`src/rtl/rf_pkg.sv`:
```
package rf_pkg;
  typedef enum logic [1:0] {
    PH_HOLD  = 2'd0,
    PH_CLEAR = 2'd1,
    PH_RUN   = 2'd2
  } phase_t;

  localparam int RF_COPIES = 2;
endpackage

```
`src/rtl/rf_startup_seq.sv`:
```
module rf_startup_seq
  import rf_pkg::*;
#(
  parameter int NREGS       = 32,
  parameter int HOLD_CYCLES = 4096,
  localparam int AW = $clog2(NREGS),
  localparam int HW = (HOLD_CYCLES > 1) ? $clog2(HOLD_CYCLES) : 1
) (
  input  logic          clk,
  input  logic          rst_n,
  output logic          busy,
  output logic          clr_we,
  output logic [AW-1:0] clr_addr
);
  localparam logic [HW-1:0] HOLD_LAST = HW'(HOLD_CYCLES - 1);
  localparam logic [AW-1:0] ADDR_LAST = AW'(NREGS - 1);

  phase_t        phase;
  logic [HW-1:0] hold_cnt;

  always_ff @(posedge clk or negedge rst_n) begin
    if (!rst_n) begin
      phase    <= PH_HOLD;
      hold_cnt <= '0;
      clr_addr <= '0;
    end else begin
      case (phase)
        PH_HOLD: begin
          if (hold_cnt == HOLD_LAST) begin
            phase <= PH_CLEAR;
          end else begin
            hold_cnt <= hold_cnt + 1'b1;
          end
        end
        PH_CLEAR: begin
          if (clr_addr == ADDR_LAST) begin
            phase <= PH_RUN;
          end else begin
            clr_addr <= clr_addr + 1'b1;
          end
        end
        PH_RUN:  phase <= PH_RUN;
        default: phase <= PH_HOLD;
      endcase
    end
  end

  assign busy   = (phase != PH_RUN);
  assign clr_we = (phase == PH_CLEAR);
endmodule

```
`src/rtl/rf_write_arb.sv`:
```
module rf_write_arb #(
  parameter int NREGS = 32,
  parameter int WIDTH = 32,
  localparam int AW = $clog2(NREGS)
) (
  input  logic             busy,
  input  logic             clr_we,
  input  logic [AW-1:0]    clr_addr,
  input  logic             wr_valid,
  input  logic [AW-1:0]    wr_addr,
  input  logic [WIDTH-1:0] wr_data,
  output logic             wr_ready,
  output logic             bank_we,
  output logic [AW-1:0]    bank_waddr,
  output logic [WIDTH-1:0] bank_wdata
);
  always_comb begin
    wr_ready = !busy;
    if (clr_we) begin
      bank_we    = 1'b1;
      bank_waddr = clr_addr;
      bank_wdata = '0;
    end else begin
      bank_we    = wr_valid && !busy;
      bank_waddr = wr_addr;
      bank_wdata = wr_data;
    end
  end
endmodule

```
`src/rtl/rf_bank.sv`:
```
module rf_bank #(
  parameter int NREGS = 32,
  parameter int WIDTH = 32,
  localparam int AW = $clog2(NREGS)
) (
  input  logic             clk,
  input  logic             we,
  input  logic [AW-1:0]    waddr,
  input  logic [WIDTH-1:0] wdata,
  input  logic [AW-1:0]    raddr,
  output logic [WIDTH-1:0] rdata
);
  logic [WIDTH-1:0] mem [NREGS];

  always_ff @(posedge clk) begin
    if (we) begin
      mem[waddr] <= wdata;
    end
    if (we && (waddr == raddr)) begin
      rdata <= wdata;
    end else begin
      rdata <= mem[raddr];
    end
  end
endmodule

```
`src/rtl/regfile_dual_bank.sv`:
```
module regfile_dual_bank
  import rf_pkg::*;
#(
  parameter int NREGS       = 32,
  parameter int WIDTH       = 32,
  parameter int HOLD_CYCLES = 4096,
  localparam int AW = $clog2(NREGS)
) (
  input  logic             clk,
  input  logic             rst_n,
  output logic             busy,
  input  logic             wr_valid,
  output logic             wr_ready,
  input  logic [AW-1:0]    wr_addr,
  input  logic [WIDTH-1:0] wr_data,
  input  logic [AW-1:0]    rd_a_addr,
  output logic [WIDTH-1:0] rd_a_data,
  input  logic [AW-1:0]    rd_b_addr,
  output logic [WIDTH-1:0] rd_b_data
);
  logic             clr_we;
  logic [AW-1:0]    clr_addr;
  logic             bank_we;
  logic [AW-1:0]    bank_waddr;
  logic [WIDTH-1:0] bank_wdata;
  logic [AW-1:0]    port_addr [RF_COPIES];
  logic [WIDTH-1:0] port_data [RF_COPIES];

  rf_startup_seq #(
    .NREGS      (NREGS),
    .HOLD_CYCLES(HOLD_CYCLES)
  ) u_seq (
    .clk     (clk),
    .rst_n   (rst_n),
    .busy    (busy),
    .clr_we  (clr_we),
    .clr_addr(clr_addr)
  );

  rf_write_arb #(
    .NREGS(NREGS),
    .WIDTH(WIDTH)
  ) u_arb (
    .busy      (busy),
    .clr_we    (clr_we),
    .clr_addr  (clr_addr),
    .wr_valid  (wr_valid),
    .wr_addr   (wr_addr),
    .wr_data   (wr_data),
    .wr_ready  (wr_ready),
    .bank_we   (bank_we),
    .bank_waddr(bank_waddr),
    .bank_wdata(bank_wdata)
  );

  assign port_addr[0] = rd_a_addr;
  assign port_addr[1] = rd_b_addr;

  for (genvar p = 0; p < RF_COPIES; p++) begin : g_copy
    rf_bank #(
      .NREGS(NREGS),
      .WIDTH(WIDTH)
    ) u_bank (
      .clk  (clk),
      .we   (bank_we),
      .waddr(bank_waddr),
      .wdata(bank_wdata),
      .raddr(port_addr[p]),
      .rdata(port_data[p])
    );
  end

  assign rd_a_data = port_data[0];
  assign rd_b_data = port_data[1];
endmodule

```
`config.mk`:
```
export PLATFORM = sky130hd
export DESIGN_NAME = regfile_dual_bank
export DESIGN_NICKNAME = d
export VERILOG_FILES = /design/src/rtl/rf_pkg.sv /design/src/rtl/rf_startup_seq.sv /design/src/rtl/rf_write_arb.sv /design/src/rtl/rf_bank.sv /design/src/rtl/regfile_dual_bank.sv
export SDC_FILE = /design/constraint.sdc
export NUM_CORES = 1
export LEC_CHECK = 0
export BUFFER_PORTS_ARGS = -buffer_cell sky130_fd_sc_hd__buf_2
export CAP_MARGIN = 20
export CORE_MARGIN = 4
export CORE_UTILIZATION = 45
export CTS_BUF_LIST = sky130_fd_sc_hd__clkbuf_4 sky130_fd_sc_hd__clkbuf_8 sky130_fd_sc_hd__clkbuf_16
export DETAILED_ROUTE_END_ITERATION = 8
export SLEW_MARGIN = 40
export SYNTH_ARGS = -nofsm -noshare
export SYNTH_HDL_FRONTEND = slang
export SYNTH_SLANG_ARGS = --single-unit
```
`constraint.sdc`:
```
create_clock -name clk -period 7.8 [get_ports clk]
set_clock_uncertainty 0.05 [all_clocks]
set_input_delay 0.39 -clock clk [delete_from_list [all_inputs] [get_ports clk]]
set_output_delay 0.39 -clock clk [all_outputs]
set_load 0.02 [all_outputs]
```
==> metrics.md <==
| Metric | Value |
|---|---|
| Initial antenna violation count | 10 |
| Clock sink count | 1,053 |
| Synth Register Bits | 1,053 |
| Post-Place Cells | 4,987 |
| Slew @ Worst Pin | 0.921 ns |
| Worst slew margin | 38.5% |
| Total track usage | 26.6% |
| GRT overflow | 0 |
| DRT Pass-1 Iters | 5 |
| Placer Congestion | 0.800 |
| Final WL | 159,000 µm |
| Worst hold slack | 0.134 ns |
| CTS H-tree depth | 3 |
| Post-synthesis area per instance | 14.1 µm² |
| Post-route insts no fill | 5,218 |
| Drt drc | 0 |
| CTS Buf Count | 114 |
| Post-cts sizing count | 0 |
| # rows | 122 |
| Core ar. | 111,000 µm² |
| Hold Crit Class | in -> async |
| Antenna-violating nets left | 0 |
| Iteration-0 DRC Markers | 3,494 |
| Power Density | 222 nW/µm² |
| Final setup fails | 0 |
| Outcome | complete, no violations |
| Async S/R FF share, synth | 1.80% |
| Netlist cell types | 38 |
| Die H | 341 µm |
| WL per Instance | 30.4 µm |
| TritonCTS clock tree | yes |
| Clock latency on the worst-skew pair | 0.70 ns |
| Final period util | 54.2% |
| Die area | 117,000 µm² |
| Post-Route Setup TNS | 0 ns |
| Buffers on Ports | 115 |
| Peak VDD IR | 0.187 mV |
| CTS max path bufs | 3 |
| Crit path capture type | primary output |
| Max_cap viols | 0 |
| Ys flop type | edfxtp_1 |
| Clk pin slew, worst setup/hold paths | 0.06 ns |
| WP data required | 7.36 ns |
| Largest net degree at the start of global routing | 116 |
| Layout Area Growth over Synthesis | 13.2% |
| CP max FO | 66 |
| Starting density of the core | 45.2% |
| Vias | 32,689 |
| Hold Vio Cnt, Final | 0 |
| RSZ-0062 raised after global routing | false |
| Warnings from Yosys | 0 |
| Chip width | 341 µm |
| Type of origin of the critical path | flop |
| Vias per cell | 6.26 |
| Nets | 3,683 |
| Mapped Nets | 3,592 |
| DP Wirelength | 89,900 µm |
| Crit path kind | reg -> out |
| Share of cells above drive strength 1 | 13.1% |
| CTS root buf | clkbuf_16 |
| Register area share after synthesis | 62.9% |
| Post-Syn Area | 50,000 µm² |
| Worst Path Arrival | 3.79 ns |
| Max Fclk | 237 MHz |
| Vias in the first global route | 32,094 |
| Layout filler cell count | 9,382 |
| Post-synth EDFFs | 1,024 |
| Synth Instances | 3,536 |
| Max Transition Viols Final | 0 |
| First-pass GRT wire length | 226,000 µm |
| Design Power | 12.6 mW |
| # IOs | 116 |
| Leak | 21.1 nW |
| Final min period | 4.23 ns |
## worst max-delay path, cell delays in order, from the launching register on
cell and delay (ns):
dfxtp_4 0.64, buf_12 0.29, buf_12 0.43, buf_16 0.40, mux2i_1 0.26, a22o_1 0.17
nor3_1 0.05, a31oi_1 0.34, nand3_1 0.17, buf_2 0.20
## kinds of logic (layout without fill, tap and decap cells)
kind of cell	count (synthesis)	count (layout)	synth area share, %
multiplexers	1030	1030	20.6
AO/OA/AOI/OAI	587	587	8.00
XOR/XNOR	11	11	0.193
AND/OR/NAND/NOR	585	585	5.40
buffers and inverters	264	452	2.77
adder cells (fa/ha/maj)	6	6	0.150
flip-flops	1053	1053	62.9
other	0	6	0
## final timing paths
kind / from / endpoint / slack (ns) / cells after the start
min in group clk: wr_data[14] / g_copy[1].u_bank.mem[2][14] / 0.16 / 2
max in group asynchronous: rst_n / u_seq.phase[1] / 7.27 / 2
worst min register to register: u_seq.hold_cnt[0] / u_seq.hold_cnt[0] / 0.46 / 1
worst min-delay path: rst_n / u_seq.hold_cnt[10] / 0.13 / 2
worst max register to register: u_seq.phase[1] / g_copy[1].u_bank.mem[19][21] / 3.87 / 7
worst max-delay path: flop / rd_a_data[26] / 3.57 / 9
## registers in the layout, indices dropped and copies added (netlist names), named ones only
| register | cells |
|---|---|
| u_seq.clr_addr | 5 |
| g_copy.u_bank.mem | 1024 |
| u_seq.hold_cnt | 12 |
| u_seq.phase | 2 |
## power breakdown
part / internal, mW / switching, mW
clock: 3.07 / 2.22
combinational: 0.355 / 0.717
sequential: 6.20 / 0.0125
## layer usage
layer / up-vias / track usage [%] / wire length (µm)
li1: 14090 / - / -
met1: 16799 / 39.2 / 70000
met2: 1507 / 40.6 / 70800
met3: 287 / 4.35 / 13100
met4: 6 / 8.28 / 4760
met5: - / 0 / 34
## synthesized netlist by cell type, drive strengths merged (4+ instances only)
cell	count	area (µm²)
a22o	128	1120
a21oi	195	976
nor2b	37	231
nor2	45	169
dfxtp	10	200
nand4	5	37.5
edfxtp	1024	30700
clkbuf	92	345
nor3	66	330
a22oi	192	1440
dfrtp	19	475
nand2b	6	37.5
a31oi	65	407
nand3	197	986
mux2	4	48.8
nand2	220	828
mux2i	1026	10300
xnor2	10	87.6
inv	7	26.3
ha	6	75.1
buf	165	1010
## through the flow
| stage | instance area [µm²] | setup WS [ns] | utilization (%) |
|---|---|---|---|
| 2_1_floorplan | 50000 | 4.54 | - |
| 3_3_place_gp | 52300 | 4.07 | 47.3 |
| 3_5_place_dp | 52800 | 3.97 | 47.8 |
| 4_1_cts | 56600 | 3.57 | 51.2 |
| 5_1_grt | 56600 | 3.50 | 51.2 |
| 6_report | 56600 | 3.57 | 51.2 |
## cell usage in the layout (no fill, tap or decap), drive strengths merged, types with 2 or more instances in the layout
cell,netlist,routed
a21oi,195,195
a22o,128,128
a22oi,192,192
a31oi,65,65
a32o,2,2
and2,2,2
and3,2,2
buf,165,221
bufinv,0,7
clkbuf,92,144
clkinv,0,57
clkinvlp,0,3
dfrtp,19,19
dfxtp,10,10
diode,0,6
dlygate4sd3,0,11
edfxtp,1024,1024
ha,6,6
inv,7,9
mux2,4,4
mux2i,1026,1026
nand2,220,220
nand2b,6,6
nand3,197,197
nand4,5,5
nor2,45,45
nor2b,37,37
nor3,66,66
o21ai,2,2
o32ai,2,2
or2,2,2
xnor2,10,10
## timing repair
item | CTS | global route
hold buffers | 11 | 0
buffers inserted | 0 | 0
endpoints found under the hold margin | 29 | 0
## area by class of cell
type                            instances  area, µm²  share of cell area (%)
Clock inverter                         69        493                   0.871
Multi-Input combinational cell       2219      17600                    31.2
Timing Repair Buffer                  232       1990                    3.51
Sequential cell                      1053      31400                    55.5
Tap cell                             1488       1860                    3.29
Clock buffer                          144       3160                    5.57
Inverter                                7       26.3                  0.0464
Antenna cell                            6       15.0                  0.0265
No activity file was read; power rests on OpenSTA's default activity.
